**src/rtl/dbi_pkg.sv**
```systemverilog
package dbi_pkg;
  localparam int DW       = 32;
  localparam int AW       = 8;
  localparam int CNT_W    = 12;
  localparam logic [AW-1:0] OFS_DATA = 8'h00;
  localparam logic [AW-1:0] OFS_DMSK = 8'h04;
  localparam logic [AW-1:0] OFS_POL  = 8'h14;
  localparam logic [AW-1:0] OFS_EN   = 8'h18;
  localparam logic [AW-1:0] OFS_RAW  = 8'h1C;
  localparam logic [AW-1:0] OFS_MSK  = 8'h20;
  localparam logic [AW-1:0] OFS_CLR  = 8'h24;
  localparam logic [AW-1:0] OFS_ARM  = 8'h28;
  localparam logic [AW-1:0] OFS_CTL  = 8'h40;
endpackage

```
**src/rtl/dbi_sync.sv**
```systemverilog
module dbi_sync #(
  parameter int W = 8
) (
  input  logic         clk,
  input  logic         rst_n,
  input  logic [W-1:0] d,
  output logic [W-1:0] q
);
  logic [W-1:0] meta;
  always_ff @(posedge clk or negedge rst_n) begin
    if (!rst_n) begin
      meta <= '0;
      q    <= '0;
    end else begin
      meta <= d;
      q    <= meta;
    end
  end
endmodule

```
**src/rtl/dbi_filter.sv**
```systemverilog
module dbi_filter #(
  parameter int CNT_W = 12
) (
  input  logic             clk,
  input  logic             rst_n,
  input  logic             tick,
  input  logic             din,
  input  logic [CNT_W-1:0] limit,
  output logic             level
);
  logic [CNT_W-1:0] cnt;
  logic [CNT_W-1:0] last;

  // a programmed zero acts as one tick
  assign last = (limit == '0) ? '0 : limit - 1'b1;

  always_ff @(posedge clk or negedge rst_n) begin
    if (!rst_n) begin
      level <= 1'b0;
      cnt   <= '0;
    end else if (din == level) begin
      cnt <= '0;
    end else if (tick) begin
      if (cnt >= last) begin
        level <= din;
        cnt   <= '0;
      end else begin
        cnt <= cnt + 1'b1;
      end
    end
  end
endmodule

```
**src/rtl/dbi_irq_ctrl.sv**
```systemverilog
module dbi_irq_ctrl #(
  parameter int NCH = 8
) (
  input  logic           clk,
  input  logic           rst_n,
  input  logic [NCH-1:0] level,
  input  logic [NCH-1:0] pol,
  input  logic [NCH-1:0] en,
  input  logic           arm_we,
  input  logic [NCH-1:0] arm_wdata,
  input  logic [NCH-1:0] clr,
  output logic [NCH-1:0] raw,
  output logic [NCH-1:0] arm,
  output logic [NCH-1:0] masked,
  output logic           irq
);
  logic [NCH-1:0] active;
  logic [NCH-1:0] fire;

  assign active = ~(level ^ pol);
  assign fire   = active & en & arm;

  always_ff @(posedge clk or negedge rst_n) begin
    if (!rst_n) begin
      raw <= '0;
      arm <= '0;
    end else begin
      raw <= (raw & ~clr) | fire;
      if (arm_we) arm <= arm_wdata;
      else        arm <= arm & ~fire;
    end
  end

  assign masked = raw & en;
  assign irq    = |masked;
endmodule

```
**src/rtl/dbounce_irq_bank.sv**
```systemverilog
module dbounce_irq_bank
  import dbi_pkg::*;
#(
  parameter int NCH = 8
) (
  input  logic          clk,
  input  logic          rst_n,
  input  logic [AW-1:0] reg_addr,
  input  logic          reg_we,
  input  logic [DW-1:0] reg_wdata,
  output logic [DW-1:0] reg_rdata,
  input  logic [NCH-1:0] pin_in,
  input  logic          ms_tick,
  output logic          irq_out
);
  localparam int IDX_W  = (NCH > 1) ? $clog2(NCH) : 1;
  localparam int PAD    = DW - NCH;
  localparam int CTL_END = OFS_CTL + 4 * NCH;

  logic [NCH-1:0] synced, filt;
  logic [NCH-1:0] dmask_q, pol_q, en_q;
  logic [NCH-1:0] raw_q, arm_q, masked;
  logic [CNT_W-1:0] ctrl_q [NCH];
  logic [AW-1:0]  ctl_off;
  logic [IDX_W-1:0] ctl_idx;
  logic           ctl_hit;
  logic [NCH-1:0] clr_mask;
  logic           arm_we;
  logic           unused_wdata_hi;

  assign unused_wdata_hi = ^reg_wdata[DW-1:CNT_W];

  dbi_sync #(.W(NCH)) u_sync (.clk(clk), .rst_n(rst_n), .d(pin_in), .q(synced));

  assign ctl_off = reg_addr - OFS_CTL;
  assign ctl_idx = ctl_off[2 +: IDX_W];
  assign ctl_hit = (int'(reg_addr) >= int'(OFS_CTL)) && (int'(reg_addr) < CTL_END)
                   && (reg_addr[1:0] == 2'b00);

  genvar i;
  generate
    for (i = 0; i < NCH; i++) begin : g_ch
      logic wr_ctl;
      assign wr_ctl = reg_we && ctl_hit && (ctl_idx == IDX_W'(i));
      always_ff @(posedge clk or negedge rst_n) begin
        if (!rst_n)      ctrl_q[i] <= CNT_W'(1);
        else if (wr_ctl) ctrl_q[i] <= reg_wdata[CNT_W-1:0];
      end
      dbi_filter #(.CNT_W(CNT_W)) u_filt (
        .clk(clk), .rst_n(rst_n), .tick(ms_tick), .din(synced[i]),
        .limit(ctrl_q[i]), .level(filt[i])
      );
    end
  endgenerate

  always_ff @(posedge clk or negedge rst_n) begin
    if (!rst_n) begin
      dmask_q <= '0;
      pol_q   <= '0;
      en_q    <= '0;
    end else if (reg_we) begin
      case (reg_addr)
        OFS_DMSK: dmask_q <= reg_wdata[NCH-1:0];
        OFS_POL:  pol_q   <= reg_wdata[NCH-1:0];
        OFS_EN:   en_q    <= reg_wdata[NCH-1:0];
        default: ;
      endcase
    end
  end

  assign arm_we   = reg_we && (reg_addr == OFS_ARM);
  assign clr_mask = (reg_we && (reg_addr == OFS_CLR)) ? reg_wdata[NCH-1:0] : '0;

  dbi_irq_ctrl #(.NCH(NCH)) u_irq (
    .clk(clk), .rst_n(rst_n), .level(filt), .pol(pol_q), .en(en_q),
    .arm_we(arm_we), .arm_wdata(reg_wdata[NCH-1:0]), .clr(clr_mask),
    .raw(raw_q), .arm(arm_q), .masked(masked), .irq(irq_out)
  );

  always_comb begin
    reg_rdata = '0;
    if (ctl_hit) begin
      reg_rdata = {{(DW-CNT_W){1'b0}}, ctrl_q[ctl_idx]};
    end else begin
      case (reg_addr)
        OFS_DATA: reg_rdata = {{PAD{1'b0}}, filt & dmask_q};
        OFS_DMSK: reg_rdata = {{PAD{1'b0}}, dmask_q};
        OFS_POL:  reg_rdata = {{PAD{1'b0}}, pol_q};
        OFS_EN:   reg_rdata = {{PAD{1'b0}}, en_q};
        OFS_RAW:  reg_rdata = {{PAD{1'b0}}, raw_q};
        OFS_MSK:  reg_rdata = {{PAD{1'b0}}, masked};
        OFS_ARM:  reg_rdata = {{PAD{1'b0}}, arm_q};
        default:  reg_rdata = '0;
      endcase
    end
  end
endmodule

```
**config.mk**
```make
export PLATFORM = sky130hd
export DESIGN_NAME = dbounce_irq_bank
export DESIGN_NICKNAME = d
export VERILOG_FILES = /design/src/rtl/dbi_pkg.sv /design/src/rtl/dbi_sync.sv /design/src/rtl/dbi_filter.sv /design/src/rtl/dbi_irq_ctrl.sv /design/src/rtl/dbounce_irq_bank.sv
export SDC_FILE = /design/constraint.sdc
export NUM_CORES = 1
export LEC_CHECK = 0
export BUFFER_PORTS_ARGS = -buffer_cell sky130_fd_sc_hd__buf_4
export CORE_MARGIN = 3
export CORE_UTILIZATION = 40
export CTS_BUF_LIST = sky130_fd_sc_hd__clkbuf_8
export CTS_CLUSTER_DIAMETER = 60
export DETAILED_ROUTE_END_ITERATION = 8
export HOLD_SLACK_MARGIN = 0.03
export SYNTH_ARGS = -nofsm -noshare
export SYNTH_HDL_FRONTEND = slang
export SYNTH_HIERARCHICAL = 1
export SYNTH_SLANG_ARGS = --single-unit
```
**constraint.sdc**
```tcl
create_clock -name clk -period 8.25 [get_ports clk]
set_input_delay 1.65 -clock clk [delete_from_list [all_inputs] [get_ports clk]]
set_output_delay 1.65 -clock clk [all_outputs]
set_load 0.1 [all_outputs]
```
* After elaboration in Yosys (flattened, before gate mapping) *
Index checks and enable logic that the tools add are counted.

cells by class
  $add $sub $neg = 17
  magnitude comparators = 11
  equal/unequal tests = 22
  muxes and demuxes = 39
  bitwise operators = 20
  reduce and logical (&&, ||, !) cells = 44

operators with widths
  kind                     number
  $mux W12                 35
  $add A12 B1 Y12 const B  8
  $ge A12 B12 Y1           8
  $logic_not A12 Y1        8
  $sub A12 B1 Y12 const B  8
  $pmux W8 S7              1
  $and A8 B8 Y8            6
  $bmux W12 S3             1
  $eq A8 B5 Y1 const B     3
  $eq A8 B6 Y1 const B     3
  $not A8 Y8               3
  $reduce_and A3 Y1        8
  $mux W8                  2
  $reduce_bool A2 Y1       8
  $logic_and A1 B1 Y1      13
  $eq A3 B3 Y1 const B     4
  $eq A1 B1 Y1             8
  $eq A8 B3 Y1 const B     1
  $ge A8 B7 Y1 const B     1
  $logic_not A8 Y1         1
  $lt A8 B7 Y1 const B     1
  $not A1 Y1               8
  $or A8 B8 Y8             1
  $reduce_or A8 Y1         1
  other kinds (9)          12

storage, ports and cells
  register bits after elaboration = 256
  output and inout bits = 33
  logic and storage cells = 184

* Logic depth before layout (Yosys ltp) *
  depth in word-level cells = 7
  depth in mapped cells = 13
  depth with buffers taken out = 13

* By module *
Netlist, hierarchy kept.

by module, submodules not included
  module                            instances  cells an instance  area each (um^2)  sequential area each (um^2)
  dbounce_irq_bank                  1          440                6314.8            3012.9
  dbi_filter at g_ch[1].u_filt ...  4          141                1179.9            325.3
  dbi_filter at g_ch[0].u_filt ...  3          138                1168.6            325.3
  dbi_filter at g_ch[4].u_filt      1          156                1300.0            325.3
  dbi_irq_ctrl                      1          84                 805.8             400.4
  dbi_sync                          1          16                 400.4             400.4

* Least setup slack after synthesis *
No wires, ideal clock.

  kind = input to output
  from = input port reg_addr[1]
  to = output port reg_rdata[0]
  arrival time = 4.051 ns
  path slack = 2.549 ns
  cell stages on the path = 4
  buffers on the path = 1
  path through = or2_4 -> or3_4 -> clkbuf_1 -> o211ai_1

between the ends
  cells in the longest elaborated chain, start to end = 6

RTL lines
  what                                          RTL line                source
  from (decl)                                   dbounce_irq_bank.sv:8   input logic [AW-1:0] reg_addr,
  $sub A5 B1 Y5                                 dbounce_irq_bank.sv:35  assign ctl_off = reg_addr - OFS_CTL;
  $not A3 Y4 (implied by the code)              dbounce_irq_bank.sv:83  reg_rdata = {{(DW-CNT_W){1'b0}}, ctrl_q[ctl_idx]};
  $bmux W12 S3                                  dbounce_irq_bank.sv:83
  $mux W12 (implied by the code) (2 in series)  dbounce_irq_bank.sv:83
  $mux W12 *                                    dbounce_irq_bank.sv:82  if (ctl_hit) begin
  to (decl)                                     dbounce_irq_bank.sv:11  output logic [DW-1:0] reg_rdata,

Every way passes the cells marked *; elsewhere a longest branch is shown, timed or not. The select of a mux whose other input is x is not followed.

* Worst setup path after layout *
  from = input port reg_addr[7]
  to = output port reg_rdata[7]

between the ends
  cells in the longest elaborated chain, start to end = 4

RTL lines
  what                                                 RTL line                source
  $ge A8 B7 Y1 / $lt A8 B7 Y1 (equally long branches)  dbounce_irq_bank.sv:37  assign ctl_hit = (int'(reg_addr) >= int'(OFS_CTL)) && (int'(reg_addr) < CTL_END)
  $logic_and A1 B1 Y1                                  dbounce_irq_bank.sv:37
  $logic_and A1 B1 Y1                                  dbounce_irq_bank.sv:38  && (reg_addr[1:0] == 2'b00);
  $mux W12 *                                           dbounce_irq_bank.sv:82

Every way passes the cells marked *; elsewhere a longest branch is shown, timed or not.

==> results.py <==
metrics = {
    "run_status": {
        "status": "complete, no violations",
    },
    "timing": {
        "timing.final.crit_share_pct": 64.7,
        "fin_setup_tns_ns": 0,
        "maxSlewViolCount": 0,
        "setup_violations": 0,
        "max_freq_mhz": 187,
        "fin_skew_ns": 0.0544,
        "worst_slew_margin_rel_pct": 36.7,
        "worst_pin_slew_ns": 0.942,
        "hold_viol": 0,
        "fin_crit_ns": 5.34,
        "rsz0062_at_grt": "no",
        "setup_ws_ns": 2.91,
    },
    "critical_path": {
        "slowest_stage": "nor4_4",
        "crit_top_cell": "buf_4",
        "critPathKind": "in -> out",
        "cp_data_required_time_ns": 6.60,
        "regToRegSetupSlack_ns": 4.37,
        "worst_ep_arrival_time_ns": 3.69,
        "slowest_delay_ns": 0.60,
        "worstReg2RegEnd": "g_ch[3].u_filt/level",
        "r2r_start": "ctrl_q[54]",
        "path_cells": "buf_4, or3b_2, nor4_4, a22oi_1, o2111ai_1, buf_4",
        "cp_max_fo": 8,
        "end_kind": "output pin",
        "r2r_cells": 11,
        "cp-start-kind": "primary input",
    },
    "synthesis": {
        "synthDistinctLibCells": 72,
        "avgSynthCellArea_um2": 10.2,
        "ys_warn_count": 6,
        "seq_area_frac_synth_pct": 37.6,
        "synth_seq_cells": 256,
        "async_flop_share_pct": 100,
        "mappedNetlistArea_um2": 17000,
        "synthFlopType": "dfrtp_1",
        "synth_edf_count": 0,
        "synthCells": 1674,
    },
    "clocking": {
        "path_clk_slew_ns": 0.07,
        "cts_tree": "built",
        "cts.sinks": 256,
        "insertion_delay_ns": 0.64,
        "cts.path.max_buffers": 3,
        "post_cts.repair.setup_buffers": 0,
        "clockRootBuffer": "clkbuf_8",
        "holdBufCountCts": 0,
        "post_cts_resized": 0,
        "cts-buffers-inserted": 48,
        "h-tree-depth": 2,
    },
    "min_path": {
        "hold_end": "u_sync/q[5]",
        "hold_depth": 0,
        "min_from": "u_sync/meta[5]",
        "hold_class": "reg -> reg",
    },
    "floorplan": {
        "core-area_um2": 41500,
        "dieHeight_um": 212,
        "rows": 74,
        "initial_core_util_pct": 41.1,
        "ioPinCount": 85,
        "die-area_um2": 45100,
        "die_x_um": 212,
    },
    "placement": {
        "place_congestion": 0.840,
        "place_ws_ns": 2.92,
        "hpwlAfterDp_um": 30100,
        "portBuffers": 44,
        "dp.cells": 2210,
        "place_area_um2": 17800,
    },
    "final_layout": {
        "fin_util_pct": 45.3,
        "final_nets": 1900,
        "final_common_cell": "dfrtp_1",
        "final_cells": 2299,
        "drive_gt1_share_pct": 20.0,
        "layout_common_cells": "dfrtp_1 (248), nand2_1 (167), nor2_1 (133)",
        "n_antenna_cell": 0,
        "final_cell_area_um2": 18800,
        "syn2layout_area_growth_pct": 10.3,
    },
    "drt": {
        "wl_per_cell_um": 18.4,
        "ant_nets": 0,
        "drtIter0Drc": 788,
        "viasPerCell": 5.56,
        "wirelength_um": 42400,
        "remaining_drc_errors": 0,
        "vias": 12800,
        "dr.pass1.iters": 5,
    },
    "grt": {
        "grtUsageTotal_pct": 19.0,
        "antenna_found_initial": 0,
        "grt_max_degree": 148,
        "grt_pass1_wl_um": 68400,
        "grt_pass1_vias": 12400,
        "grt_overflow": 0,
    },
    "power": {
        "vdd_drop_max_mv": 0.181,
        "p_leak_nw": 8.86,
        "p_per_area_nw_per_um2": 210,
    },
    "job": {
        "cap_viol_max_count": 0,
    },
}
layer usage:
layer	global-route usage (%)	vias up	routed length (um)
li1	-	6101	-
met2	29.9	300	19200
met1	26.3	6300	19600
met4	5.25	0	1070
met5	0	-	0
met3	4.49	70	2560
synthesized netlist by cell type, types with 9 or more instances:
master / number / area share [%]
a21o_1: 28 / 1.2
a21oi_1: 70 / 2.1
and2_1: 31 / 1.1
and3_1: 16 / 0.59
buf_2: 22 / 0.65
buf_4: 20 / 0.88
clkbuf_1: 17 / 0.37
dfrtp_1: 248 / 36
ha_1: 120 / 8.8
inv_1: 43 / 0.95
mux2_2: 94 / 6.2
mux2_4: 47 / 4.1
mux2i_1: 9 / 0.53
mux4_2: 24 / 3.2
nand2_1: 167 / 3.7
nand2b_1: 26 / 0.95
nand3_1: 93 / 2.7
nand4_1: 24 / 0.88
nor2_1: 133 / 2.9
nor2b_1: 20 / 0.73
nor3_1: 35 / 1.0
nor4_1: 26 / 0.95
nor4_2: 9 / 0.66
o2111ai_1: 9 / 0.46
o21ai_0: 49 / 1.4
or3_1: 10 / 0.37
xnor2_1: 52 / 2.7
xor2_1: 82 / 4.2
registers in the layout, summed over array words and instances, names as in the netlist:
register / flops
ctrl_q: 96
g_ch.u_filt/cnt: 96
dmask_q: 8
en_q: 8
g_ch.u_filt/level: 8
pol_q: 8
u_irq/arm: 8
u_irq/raw: 8
u_sync/meta: 8
u_sync/q: 8
metrics by stage:
step	power (mW)	hold slack [ns]
3_5_place_dp	2.69	0.336
4_1_cts	4.00	0.325
5_1_grt	4.22	0.306
2_1_floorplan	2.39	0.331
6_report	3.94	0.312
3_3_place_gp	2.65	0.337
logic make-up after synthesis:
kind of cell             count (synthesis)  synth area share [%]
adder cells (fa/ha/maj)                120                  8.81
multiplexers                           175                  14.1
buffers and inverters                  111                  3.22
other                                    1                0.0220
flip-flops                             256                  37.6
AO/OA/AOI/OAI                          243                  10.2
AND/OR/NAND/NOR                        634                  19.1
XOR/XNOR                               134                  6.88
report_power, final:
| group | internal [mW] | switching [mW] |
|---|---|---|
| Combinational | 0.473 | 0.700 |
| Sequential | 1.35 | 0.146 |
| Clock | 0.693 | 0.579 |
| Total | 2.52 | 1.42 |
critical path: cells and delay by family:
kind	cells	cell delay (ns)
buffers and inverters	2	0.49
AO/OA/AOI/OAI	2	0.39
AND/OR/NAND/NOR	2	1.14
area by class of cell:
class,count,area (um^2)
sequential,256,6420
tap,532,666
fill,3927,22700
clock inverter,29,171
timing repair buffer,49,388
inverter,47,176
clock buffer,60,826
multi-input combinational,1326,10200
worst max path at each step:
stage | from | to | slack (ns)
after floorplan | reg_addr[1] | reg_rdata[0] | 2.55
after global placement | reg_addr[2] | reg_rdata[1] | 2.93
after detailed placement | reg_addr[2] | reg_rdata[1] | 2.92
after CTS | reg_addr[2] | reg_rdata[1] | 2.92
after global routing | reg_addr[2] | reg_rdata[7] | 2.79
final | reg_addr[7] | reg_rdata[7] | 2.91
Note: power is estimated with default switching activity, not from simulation.
